**config.mk**
```make
export PLATFORM = sky130hd
export DESIGN_NAME = rf_mna_divider
export DESIGN_NICKNAME = d
export VERILOG_FILES = /design/src/rtl/rfdiv_pkg.sv /design/src/rtl/rfdiv_ratio_guard.sv /design/src/rtl/rfdiv_front_div2.sv /design/src/rtl/rfdiv_dual_mod.sv /design/src/rtl/rfdiv_swallow_ctrl.sv /design/src/rtl/rf_mna_divider.sv
export SDC_FILE = /design/constraint.sdc
export NUM_CORES = 1
export LEC_CHECK = 0
export ABC_AREA = 0
export BUFFER_PORTS_ARGS = -buffer_cell sky130_fd_sc_hd__buf_2
export CORE_AREA = 8 8 66 68
export CTS_BUF_LIST = sky130_fd_sc_hd__clkbuf_8
export DETAILED_ROUTE_END_ITERATION = 10
export DIE_AREA = 0 0 74 76
export GPL_TIMING_DRIVEN = 1
export PLACE_DENSITY_LB_ADDON = 0.05
export SYNTH_ARGS = -nofsm -noshare
export SYNTH_HDL_FRONTEND = slang
export SYNTH_SLANG_ARGS = --single-unit
```
**constraint.sdc**
```tcl
create_clock -name clk -period 3.55 [get_ports clk]
set_input_delay 0.1775 -clock clk [delete_from_list [all_inputs] [get_ports clk]]
set_output_delay 0.1775 -clock clk [all_outputs]
set_load 0.02 [all_outputs]
```
**src/rtl/rfdiv_pkg.sv**
```systemverilog
package rfdiv_pkg;
  // Modulus selected by the dual-modulus stage for the current sub-cycle
  typedef enum logic {
    MOD_BASE  = 1'b0,   // 2**A_W ticks
    MOD_PLUS1 = 1'b1    // 2**A_W + 1 ticks (swallow sub-cycle)
  } mod_sel_e;
endpackage

```
**src/rtl/rfdiv_ratio_guard.sv**
```systemverilog
module rfdiv_ratio_guard #(
  parameter int M_W = 13,
  parameter int A_W = 4
) (
  input  logic               clk,
  input  logic               rst,
  input  logic [M_W+A_W-1:0] ratio_in,
  output logic [M_W-1:0]     m_val,
  output logic [A_W-1:0]     a_val,
  output logic               clamped
);
  localparam int N_W = M_W + A_W;
  // Smallest ratio with M >= largest A: M = 2**A_W - 1, A = 0
  localparam logic [N_W-1:0] N_MIN = N_W'((2**A_W - 1) * (2**A_W));

  logic           too_small;
  logic [N_W-1:0] eff;

  always_comb begin
    too_small = (ratio_in < N_MIN);
    eff       = too_small ? N_MIN : ratio_in;
    m_val     = eff[N_W-1:A_W];
    a_val     = eff[A_W-1:0];
  end

  always_ff @(posedge clk) begin
    if (rst) clamped <= 1'b0;
    else     clamped <= too_small;
  end

  AST_CLAMP_FLAG: assert property (@(posedge clk) disable iff (rst)
    !$past(rst) && $past(ratio_in < N_MIN) |-> clamped) else $error("clamp flag missing");
endmodule

```
**src/rtl/rfdiv_front_div2.sv**
```systemverilog
module rfdiv_front_div2 (
  input  logic clk,
  input  logic rst,
  input  logic pre_en,
  output logic tick
);
  logic ph;

  always_ff @(posedge clk) begin
    if (rst)         ph <= 1'b0;
    else if (pre_en) ph <= ~ph;
    else             ph <= 1'b0;
  end

  assign tick = pre_en ? ph : 1'b1;

  AST_TICK_ALTERNATES: assert property (@(posedge clk) disable iff (rst)
    pre_en && tick |=> !tick) else $error("front stage tick not halved");
endmodule

```
**src/rtl/rfdiv_dual_mod.sv**
```systemverilog
module rfdiv_dual_mod
  import rfdiv_pkg::*;
#(
  parameter int A_W = 4
) (
  input  logic     clk,
  input  logic     rst,
  input  logic     tick,
  input  mod_sel_e mod_sel,
  output logic     sub_last
);
  localparam int P_W = A_W + 1;
  localparam logic [P_W-1:0] LAST_BASE  = P_W'(2**A_W - 1);
  localparam logic [P_W-1:0] LAST_PLUS1 = P_W'(2**A_W);

  logic [P_W-1:0] pc;

  assign sub_last = (pc == ((mod_sel == MOD_PLUS1) ? LAST_PLUS1 : LAST_BASE));

  always_ff @(posedge clk) begin
    if (rst)       pc <= '0;
    else if (tick) pc <= sub_last ? '0 : pc + 1'b1;
  end

  AST_PC_IN_RANGE: assert property (@(posedge clk) disable iff (rst)
    pc <= LAST_PLUS1) else $error("prescaler count out of range");
endmodule

```
**src/rtl/rfdiv_swallow_ctrl.sv**
```systemverilog
module rfdiv_swallow_ctrl
  import rfdiv_pkg::*;
#(
  parameter int M_W = 13,
  parameter int A_W = 4
) (
  input  logic           clk,
  input  logic           rst,
  input  logic           tick,
  input  logic           sub_last,
  input  logic [M_W-1:0] m_new,
  input  logic [A_W-1:0] a_new,
  output mod_sel_e       mod_sel,
  output logic           div_last
);
  localparam logic [M_W-1:0] M_ONE = M_W'(1);

  logic [M_W-1:0] m_rem;
  logic [A_W-1:0] a_rem;

  assign mod_sel  = (a_rem != '0) ? MOD_PLUS1 : MOD_BASE;
  assign div_last = sub_last && (m_rem == M_ONE);

  always_ff @(posedge clk) begin
    if (rst) begin
      m_rem <= m_new;
      a_rem <= a_new;
    end else if (tick && sub_last) begin
      if (m_rem == M_ONE) begin
        m_rem <= m_new;
        a_rem <= a_new;
      end else begin
        m_rem <= m_rem - 1'b1;
        if (a_rem != '0) a_rem <= a_rem - 1'b1;
      end
    end
  end

  AST_SWALLOW_LE_MAIN: assert property (@(posedge clk) disable iff (rst)
    M_W'(a_rem) <= m_rem) else $error("swallow count exceeds main count");
  AST_MAIN_NONZERO: assert property (@(posedge clk) disable iff (rst)
    m_rem != '0) else $error("main count reached zero");
endmodule

```
**src/rtl/rf_mna_divider.sv**
```systemverilog
module rf_mna_divider
  import rfdiv_pkg::*;
#(
  parameter int M_W = 13,
  parameter int A_W = 4
) (
  input  logic               clk,
  input  logic               rst,
  input  logic [M_W+A_W-1:0] div_ratio,
  input  logic               pre_en,
  output logic               fpd_out,
  output logic               tc_strobe,
  output logic               fpd_half,
  output logic               ratio_clamped
);
  logic [M_W-1:0] m_val;
  logic [A_W-1:0] a_val;
  logic           tick;
  logic           sub_last;
  logic           div_last;
  mod_sel_e       mod_sel;

  rfdiv_ratio_guard #(.M_W(M_W), .A_W(A_W)) u_guard (
    .clk(clk), .rst(rst), .ratio_in(div_ratio),
    .m_val(m_val), .a_val(a_val), .clamped(ratio_clamped)
  );

  rfdiv_front_div2 u_front (
    .clk(clk), .rst(rst), .pre_en(pre_en), .tick(tick)
  );

  rfdiv_dual_mod #(.A_W(A_W)) u_dmod (
    .clk(clk), .rst(rst), .tick(tick), .mod_sel(mod_sel), .sub_last(sub_last)
  );

  rfdiv_swallow_ctrl #(.M_W(M_W), .A_W(A_W)) u_ctrl (
    .clk(clk), .rst(rst), .tick(tick), .sub_last(sub_last),
    .m_new(m_val), .a_new(a_val), .mod_sel(mod_sel), .div_last(div_last)
  );

  always_ff @(posedge clk) begin
    if (rst) begin
      tc_strobe <= 1'b0;
      fpd_out   <= 1'b0;
      fpd_half  <= 1'b0;
    end else begin
      tc_strobe <= tick && div_last;
      fpd_out   <= div_last;
      fpd_half  <= fpd_half ^ (tick && div_last);
    end
  end

  AST_TC_SINGLE: assert property (@(posedge clk) disable iff (rst)
    tc_strobe |=> !tc_strobe) else $error("strobe longer than one cycle");
  AST_TC_HAS_FPD: assert property (@(posedge clk) disable iff (rst)
    tc_strobe |-> fpd_out) else $error("divided pulse missing at strobe");
  AST_HALF_ON_TC: assert property (@(posedge clk) disable iff (rst)
    (fpd_half != $past(fpd_half)) |-> tc_strobe) else $error("half output moved off strobe");
endmodule

```
=== After elaboration in Yosys (flattened, before gate mapping) ===
Cells that the tools add are included.

* Flip-flop bits (word level): 27
* Bits of input ports: 20
* Output and inout port bits: 4
* Word-level logic and storage cells: 37

* $add $sub $neg: 3
* Magnitude comparators: 1
* Equality and inequality tests: 2
* Muxes and demuxes: 12
* Bitwise gates (word level): 3
* Reductions and logical operators: 8

{| class="wikitable"
|+ Operators with widths
! operator !! number
|-
| $mux W13 || 3
|-
| $lt A17 B8 Y1 const B || 1
|-
| $mux W17 || 1
|-
| $mux W4 || 4
|-
| $eq A13 B1 Y1 const B || 1
|-
| $sub A13 B1 Y13 const B || 1
|-
| $mux W5 || 2
|-
| $add A5 B1 Y5 const B || 1
|-
| $eq A5 B5 Y1 || 1
|-
| $reduce_bool A4 Y1 || 1
|-
| $sub A4 B1 Y4 const B || 1
|-
| $logic_and A1 B1 Y1 || 3
|-
| $reduce_bool A3 Y1 || 1
|-
| $mux W1 || 2
|-
| $not A1 Y1 || 2
|-
| $reduce_and A2 Y1 || 1
|-
| $reduce_bool A2 Y1 || 1
|-
| $reduce_or A2 Y1 || 1
|-
| $xor A1 B1 Y1 || 1
|}

=== Longest topological paths before layout ===
Gate-level depths: netlist of run 1.

* Word-level depth: 7
* Mapped depth: 7
* Mapped depth without buffers: 6

=== By module ===
From an unflattened synthesis of run 1, not the netlist that was laid out.

* Cells, all modules: 167
* Area, all modules: 1639.1 µm²

{| class="wikitable"
|+ By module, submodules not included
! module !! instances !! cells each !! area each (µm²) !! sequential area each (µm²)
|-
| rfdiv_swallow_ctrl || 1 || 97 || 1009.7 || 510.5
|-
| rfdiv_dual_mod || 1 || 30 || 282.8 || 100.1
|-
| rfdiv_ratio_guard || 1 || 28 || 203.9 || 20.0
|-
| rf_mna_divider || 1 || 9 || 103.8 || 60.1
|-
| rfdiv_front_div2 || 1 || 3 || 38.8 || 20.0
|}

=== Worst setup path after synthesis of run 1 ===
OpenSTA, ideal clock, no wires.

* Path kind: register to register
* From: register u_ctrl.a_rem[0]
* To: register u_ctrl.a_rem[0], enable pin
* Setup time: 308 ps
* Data arrival time: 2204 ps
* Required time: 3242 ps
* Slack: 1038 ps
* Cell stages (with the launch flop): 7
* Path buffers: 0
* Period minus slack after synthesis: 2512 ps
* Cells stage by stage: edfxtp_1 inv_1 ha_1 or3b_1 or4_1 nand3_1 o21a_1

* Cells in the longest elaborated chain, start to end: 7
* Elaborated cells between the ends (all ways): 8
* Classes of those cells: eq/ne (1); mux (2); reduce/logical (5)

{| class="wikitable"
|+ Ends and longest elaborated chain
! what !! line !! text
|-
| start: declaration || rfdiv_swallow_ctrl.sv:19 || <nowiki>logic [A_W-1:0] a_rem;</nowiki>
|-
| start signal: assignment || rfdiv_swallow_ctrl.sv:27 || <nowiki>a_rem <= a_new;</nowiki>
|-
| start signal: assignment || rfdiv_swallow_ctrl.sv:31 || <nowiki>a_rem <= a_new;</nowiki>
|-
| start signal: assignment || rfdiv_swallow_ctrl.sv:34 || <nowiki>if (a_rem != '0) a_rem <= a_rem - 1'b1;</nowiki>
|-
| $reduce_bool A4 Y1 * || rfdiv_swallow_ctrl.sv:21, rfdiv_swallow_ctrl.sv:34 ||
|-
| $mux W1 || rfdiv_swallow_ctrl.sv:21 || <nowiki>assign mod_sel = (a_rem != '0) ? MOD_PLUS1 : MOD_BASE;</nowiki>
|-
| $mux W5 || rfdiv_dual_mod.sv:18 || <nowiki>assign sub_last = (pc == ((mod_sel == MOD_PLUS1) ? LAST_PLUS1 : LAST_BASE));</nowiki>
|-
| $eq A5 B5 Y1 || rfdiv_dual_mod.sv:18 ||
|-
| $logic_and A1 B1 Y1 || rfdiv_swallow_ctrl.sv:28 || <nowiki>end else if (tick && sub_last) begin</nowiki>
|-
| $reduce_bool A2 Y1 (no source line) || n/a ||
|-
| $reduce_and A2 Y1 (no source line) * || n/a ||
|}

Every way passes the cells marked *; elsewhere a longest branch is shown, timed or not.
A chain may end at the register's enable or synchronous reset.

=== Final worst setup path of run 1 ===
* From: register u_ctrl.a_rem[0]
* To: register u_ctrl.a_rem[3], enable pin

Same word-level chain as after synthesis.

==> results of run 1 <==
## metal layers
metal,vias up,wire [um],track usage (%)
met1,551,1350,13.8
li1,603,-,-
met5,-,0,0
met3,5,108,3.03
met2,14,1490,18.9
met4,0,64,5.80
## kinds of logic after synthesis
kind of cell | count (synthesis) | synth area share [%]
compound gates | 23 | 8.67
xor+xnor | 14 | 8.49
fa+ha+maj | 4 | 3.47
buf+inv | 10 | 2.60
flops | 27 | 49.2
mux | 1 | 0.780
simple gates | 72 | 26.8
## cell type report
type,count,area [sq um]
clock buffers,3,41.3
multi-input cells,114,702
flip-flops and latches,27,711
well taps,48,60.1
fillers,354,1770
inverters,5,18.8
clock inverters,1,5.00
repair buffers,25,130
## cells in the final DEF, fill, tap and decap left out, drive strengths merged, types with 2 or more instances in the layout
cell,n
nand4,7
nor3,10
nand3,3
xnor2,8
edfxtp,17
nor2b,3
xor2,6
a31oi,4
ha,4
nand2,9
nor4,7
a21oi,12
buf,25
clkbuf,3
nand3b,2
dfxtp,10
o21ai,5
inv,5
nor2,20
or4,4
## where the power goes
| part | internal [mW] | switching, mW | leakage [nW] |
|---|---|---|---|
| sequential | 0.357 | 0.0194 | 0.245 |
| combinational | 0.0363 | 0.0430 | 0.344 |
| clock | 0.0787 | 0.0931 | 0.0255 |
| total | 0.472 | 0.156 | 0.615 |
## cells in the mapped netlist (all sizes together)
cell    number  area (sq um)
a21oi       12          60.1
a31oi        4          25.0
and4         1          8.76
buf          1          3.75
clkbuf       4          15.0
dfxtp       10           200
edfxtp      17           510
ha           4          50.1
inv          5          18.8
mux2         1          11.3
nand2        9          33.8
nand2b       1          6.26
nand3        3          15.0
nand3b       2          15.0
nand4        7          43.8
nand4b       1          8.76
nor2        20          75.1
nor2b        3          18.8
nor3        10          50.1
nor4         7          43.8
nor4b        1          8.76
o21a         1          7.51
o21ai        5          25.0
o31ai        1          7.51
or3          1          6.26
or3b         1          8.76
or4          4          33.8
or4b         1          10.0
xnor2        8          70.1
xor2         6          52.6
## state kept, by name (all words and copies together), names as in the netlist
register	flops
u_guard.clamped	1
u_ctrl.m_rem	13
u_dmod.pc	5
u_ctrl.a_rem	4
u_front.ph	1
fpd_half	1
tc_strobe	1
fpd_out	1
## worst max-delay path, delay by kind of cell (launching register included)
family                     cells  cell delay, ns
AOI/OAI and AO/OA              1            0.25
and+or+nand+nor                3            1.04
DFF                            1            0.42
buffers and inverters          2            0.33
adders and majority gates      1            0.17
## how the worst min path moves through the flow
stage,startpoint,endpoint,slack (ns),depth (start not counted)
after global placement,rst,u_dmod.pc[1]$_SDFFE_PP0P_,0.48,2
after floorplan,div_ratio[0],u_ctrl.a_rem[0]$_DFFE_PP_,0.40,2
after CTS,rst,u_dmod.pc[1]$_SDFFE_PP0P_,0.18,2
after global routing,rst,u_dmod.pc[1]$_SDFFE_PP0P_,0.20,2
after detailed placement,rst,u_dmod.pc[1]$_SDFFE_PP0P_,0.49,2
final,rst,u_dmod.pc[1]$_SDFFE_PP0P_,0.20,2
## metrics by stage
step / hold slack (ns) / std cells / power (mW)
floorplan: 0.400 / 151 / 0.434
global placement: 0.482 / 219 / 0.462
detailed placement: 0.486 / 219 / 0.464
CTS: 0.184 / 223 / 0.638
global route: 0.202 / 223 / 0.663
finish: 0.196 / 223 / 0.628
==> run metrics, run 1 <==
#FFs+latches synth=27; Hold Violations, Final=0; Total Neg Setup Slack=0 ns; width of the die=74 um; number of antenna-violating nets in the routed design=0; Reg2Reg Depth=7; top achievable clock speed=0.399 GHz; longest individual stage delay on the worst path=0.51 ns; DR WL/cell=13.5 um; post-route clock period utilization=70.5%; average via count per standard cell=5.26; total setup violations reported at the end of the flow=0; crit path kind=reg -> reg; placed inst area=0.00162 sq mm; initial core utilization=42.0%; end-of-flow core utilization=48.5%; Least-Margin Pin Slew=0.732 ns; Worst R2R End=u_ctrl.a_rem[3]$_DFFE_PP_; area added between synthesis and finish=15.5%; Syn Std Cell Area=0.00144 sq mm; startpoint type of the worst setup path=flop; Detailed Route Iter0 Violations=62; worst path required time=3.53 ns; critical path launch point=u_ctrl.a_rem[0]$_DFFE_PP_; CTS tree=done; Vert. Die Dim=76 um; leakage power figure=0.615 nW; last weighted congestion value of the routability-driven placer=0.753; clock-pin slew on the worst setup and hold paths=0.09 ns; average footprint of a synthesized cell=9.56 sq um; Max-Slew Margin vs Limit=51.1%; largest fanout on the critical path=18; gr usage total=11.7%; count of TritonRoute iterations in the first routing pass=4; synthesized netlist net count=175; highest-delay cell along the critical path=sky130_fd_sc_hd__or4_1; final clock skew=0.00263 ns; largest net degree at the start of global routing=19; Clock Sinks=27; max-cap check violation count=0; Max H-tree Level=1; Yosys warnings=0; Boundary Pins=24; diodes inserted=0; die area=0.00562 sq mm; kind of end point of the critical path=flop; Max Slew Vio Count=0; worst vdd rail ir drop=209 uV; hold buffer count at CTS=0; maximum number of buffers from clock root to sink=2; end of the critical path=u_ctrl.a_rem[3]$_DFFE_PP_; final critical-path required period=2.50 ns; Remaining Overflow, GRT=0; number of cells upsized or downsized after cts=0; RSZ-0062 raised after global routing=no; row count=22; vias in the first global route=1188; total wire length after detailed routing=3010 um; crit path cell chain=inv_1, ha_1, or3b_1, or4_1, nand3_1, buf_4, o21a_1; part of the Yosys area used for sequential elements=49.2%; fraction of layout cells with a size suffix above 1=18.3%; initial antenna violation count=0; synthesized netlist cell count=151; Post-CTS Setup Bufs=0; clock latency on the worst-skew pair=0.27 ns; reg2reg start=u_ctrl.a_rem[0]$_DFFE_PP_; power density over the cells=376 mW/mm^2; setup slack, reg-to-reg=1.05 ns; nets=200; final critical-path setup slack=1.05 ns; quantity of I/O buffers inserted on ports=23; worst hold path class=in -> reg; standard cell core area=0.00344 sq mm; number of CTS-inserted buffers=3; Post-Layout Inst Area=0.00167 sq mm; Clk Tree Root Cell=sky130_fd_sc_hd__clkbuf_8; global-route wire length before repair=5260 um; HPWL reported at the end of detailed placement=2370 um; outcome=finished, final reports clean; data arrival time at the worst-slack endpoint=2.48 ns; number of remaining DRC errors=0; worst setup timing slack at the placement stage=1.05 ns; overall via count from detail_route=1173; unique cell type count in the Yosys netlist=31
Note: power is estimated with default switching activity, not from simulation.
==> run 2, diff against run 1 <==
==> constraint.sdc (replaced) <==
create_clock -name clk -period 2.3 [get_ports clk]
set_input_delay 0.115 -clock clk [delete_from_list [all_inputs] [get_ports clk]]
set_output_delay 0.115 -clock clk [all_outputs]
set_load 0.02 [all_outputs]
==> run 2 against run 1 <==
Against the previous run: register-to-register slack lost 0.96 ns; cell count grew 4.9%; global-route usage shrank 0.21 points; sequential share of layout area shrank 2.3 points; critical path depth shrank 1; largest cell class is now multi-input gates; wire length grew 5.0%; core utilization grew 2.8 points; worst hold slack lost 0.068 ns.
==> run metrics, run 2 (same netlist as run 1, synthesis figures left out) <==
outcome=finished, final reports clean; width of the die=74 um (unchanged); top achievable clock speed=0.452 GHz (+13%); average via count per standard cell=5.12 (-2.8%); Remaining Overflow, GRT=0 (unchanged); number of cells upsized or downsized after cts=0 (unchanged); crit path kind=reg -> reg; number of CTS-inserted buffers=3 (unchanged); die area=0.00562 sq mm (unchanged); diodes inserted=0 (unchanged); gr usage total=11.5% (-0.21 points); data arrival time at the worst-slack endpoint=2.19 ns (-0.29 ns); Max H-tree Level=1 (unchanged); area added between synthesis and finish=22.1%; Detailed Route Iter0 Violations=59 (-4.8%); kind of end point of the critical path=flop; row count=22 (unchanged); standard cell core area=0.00344 sq mm (unchanged); Total Neg Setup Slack=0 ns (unchanged); post-route clock period utilization=96.2% (+26 points); initial antenna violation count=0 (unchanged); DR WL/cell=13.5 um (about the same); leading cell type in the layout, fill and taps excluded=sky130_fd_sc_hd__buf_2; Post-CTS Setup Bufs=0 (unchanged); quantity of I/O buffers inserted on ports=23 (unchanged); largest fanout on the critical path=4 (-14); RSZ-0062 raised after global routing=no; largest reg by FF count=u_ctrl.m_rem; Clk Tree Root Cell=sky130_fd_sc_hd__clkbuf_8; final critical-path required period=2.21 ns (-0.291 ns); power density over the cells=557 mW/mm^2 (+48%); Max Slew Vio Count=0 (unchanged); fraction of layout cells with a size suffix above 1=23.7% (+5.4 points); nets=211 (+5.5%); final clock skew=0.00303 ns (+0.000402 ns); maximum number of buffers from clock root to sink=2 (unchanged); leading cell types in the layout, fill and taps excluded=sky130_fd_sc_hd__buf_2 (23), sky130_fd_sc_hd__nor2_1 (20), sky130_fd_sc_hd__edfxtp_1 (17), sky130_fd_sc_hd__buf_4 (13), sky130_fd_sc_hd__a21oi_1 (12); flip-flop count of the largest register, all copies and words added=13 (unchanged); count of TritonRoute iterations in the first routing pass=4 (unchanged); max-cap check violation count=0 (unchanged); placed inst area=0.00172 sq mm (+5.9%); startpoint type of the worst setup path=flop; Max-Slew Margin vs Limit=76.9% (+26 points); worst path required time=2.27 ns (-1.26 ns); global-route wire length before repair=5150 um (-2.0%); clock-pin slew on the worst setup and hold paths=0.09 ns (about the same); overall via count from detail_route=1197 (+2.0%); number of antenna-violating nets in the routed design=0 (unchanged); initial core utilization=42.0% (unchanged); leakage power figure=0.674 nW (+9.5%); vias in the first global route=1186 (-0.17%); HPWL reported at the end of detailed placement=2540 um (+7.3%); clock latency on the worst-skew pair=0.27 ns (about the same); Hold Violations, Final=0 (unchanged); CTS tree=done; total setup violations reported at the end of the flow=0 (unchanged); Vert. Die Dim=76 um (unchanged); worst vdd rail ir drop=261 uV (+25%); number of remaining DRC errors=0 (unchanged); Top Registers=u_ctrl.m_rem (13), u_dmod.pc (5), u_ctrl.a_rem (4); last weighted congestion value of the routability-driven placer=0.807 (+7.2%); Least-Margin Pin Slew=0.343 ns (-0.389 ns); total wire length after detailed routing=3160 um (+5.0%); largest net degree at the start of global routing=23 (+4); Post-Layout Inst Area=0.00176 sq mm (+5.7%); Boundary Pins=24 (unchanged); Clock Sinks=27 (unchanged); hold buffer count at CTS=0 (unchanged); worst hold path class=in -> reg
-- run 2: cell types whose count changed in the layout (fill, tap and decap cells not counted), sizes merged --
cell / before / now
buf: 25 / 36
-- run 2: cell type report --
cell class | instances | area (sq um)
Inverter | 5 | 18.8
Clock inverter | 1 | 5.00
Tap cell | 48 | 60.1
Sequential cell | 27 | 711
Fill cell | 329 | 1680
Clock buffer | 3 | 41.3
Timing Repair Buffer | 36 | 213
Multi-Input combinational cell | 114 | 714
-- run 2: per-stage QoR --
step / util, % / instances / worst slack [ns] / hold slack, ns / total power, mW
floorplan: - / 151 / 0.00951 / 0.337 / 0.671
global placement: 49.9 / 230 / 0.132 / 0.413 / 0.728
detailed placement: 49.9 / 230 / 0.0871 / 0.422 / 0.733
CTS: 51.2 / 234 / 0.0775 / 0.131 / 0.994
global route: 51.2 / 234 / 0.0136 / 0.139 / 1.03
finish: 51.2 / 234 / 0.0878 / 0.129 / 0.982
-- run 2: metal layers --
metal / vias up / part of all wire [%] / track usage [%]
met2: 17 / 50 / 19.1
met4: 0 / 1.4 / 4.20
met1: 547 / 44 / 13.6
met3: 4 / 5.0 / 3.16
met5: - / 0 / 0
li1: 629 / - / -
-- run 2: path summary, 6_finish.rpt --
check	depth (start not counted)	end	slack, ns	from
min reg2reg	2	u_dmod.pc[1]$_SDFFE_PP0P_	0.52	u_dmod.pc[1]$_SDFFE_PP0P_
max	6	u_ctrl.a_rem[3]$_DFFE_PP_	0.09	u_ctrl.a_rem[0]$_DFFE_PP_
max reg2reg	6	u_ctrl.a_rem[3]$_DFFE_PP_	0.09	u_ctrl.a_rem[0]$_DFFE_PP_
min	2	u_dmod.pc[1]$_SDFFE_PP0P_	0.13	rst
-- run 2: report_power, final --
| group | internal (mW) | total (mW) | switching (mW) |
|---|---|---|---|
| Sequential | 0.551 | 0.578 | 0.0265 |
| Clock | 0.121 | 0.261 | 0.140 |
| Combinational | 0.0679 | 0.143 | 0.0752 |
-- run 2: worst max-delay path, cell delays in order, from the launching register on --
cell                       delay [ns]
sky130_fd_sc_hd__edfxtp_1        0.41
sky130_fd_sc_hd__inv_1           0.08
sky130_fd_sc_hd__ha_1            0.17
sky130_fd_sc_hd__or3b_1          0.37
sky130_fd_sc_hd__or4_1           0.55
sky130_fd_sc_hd__nand3_4         0.13
sky130_fd_sc_hd__o21a_1          0.22
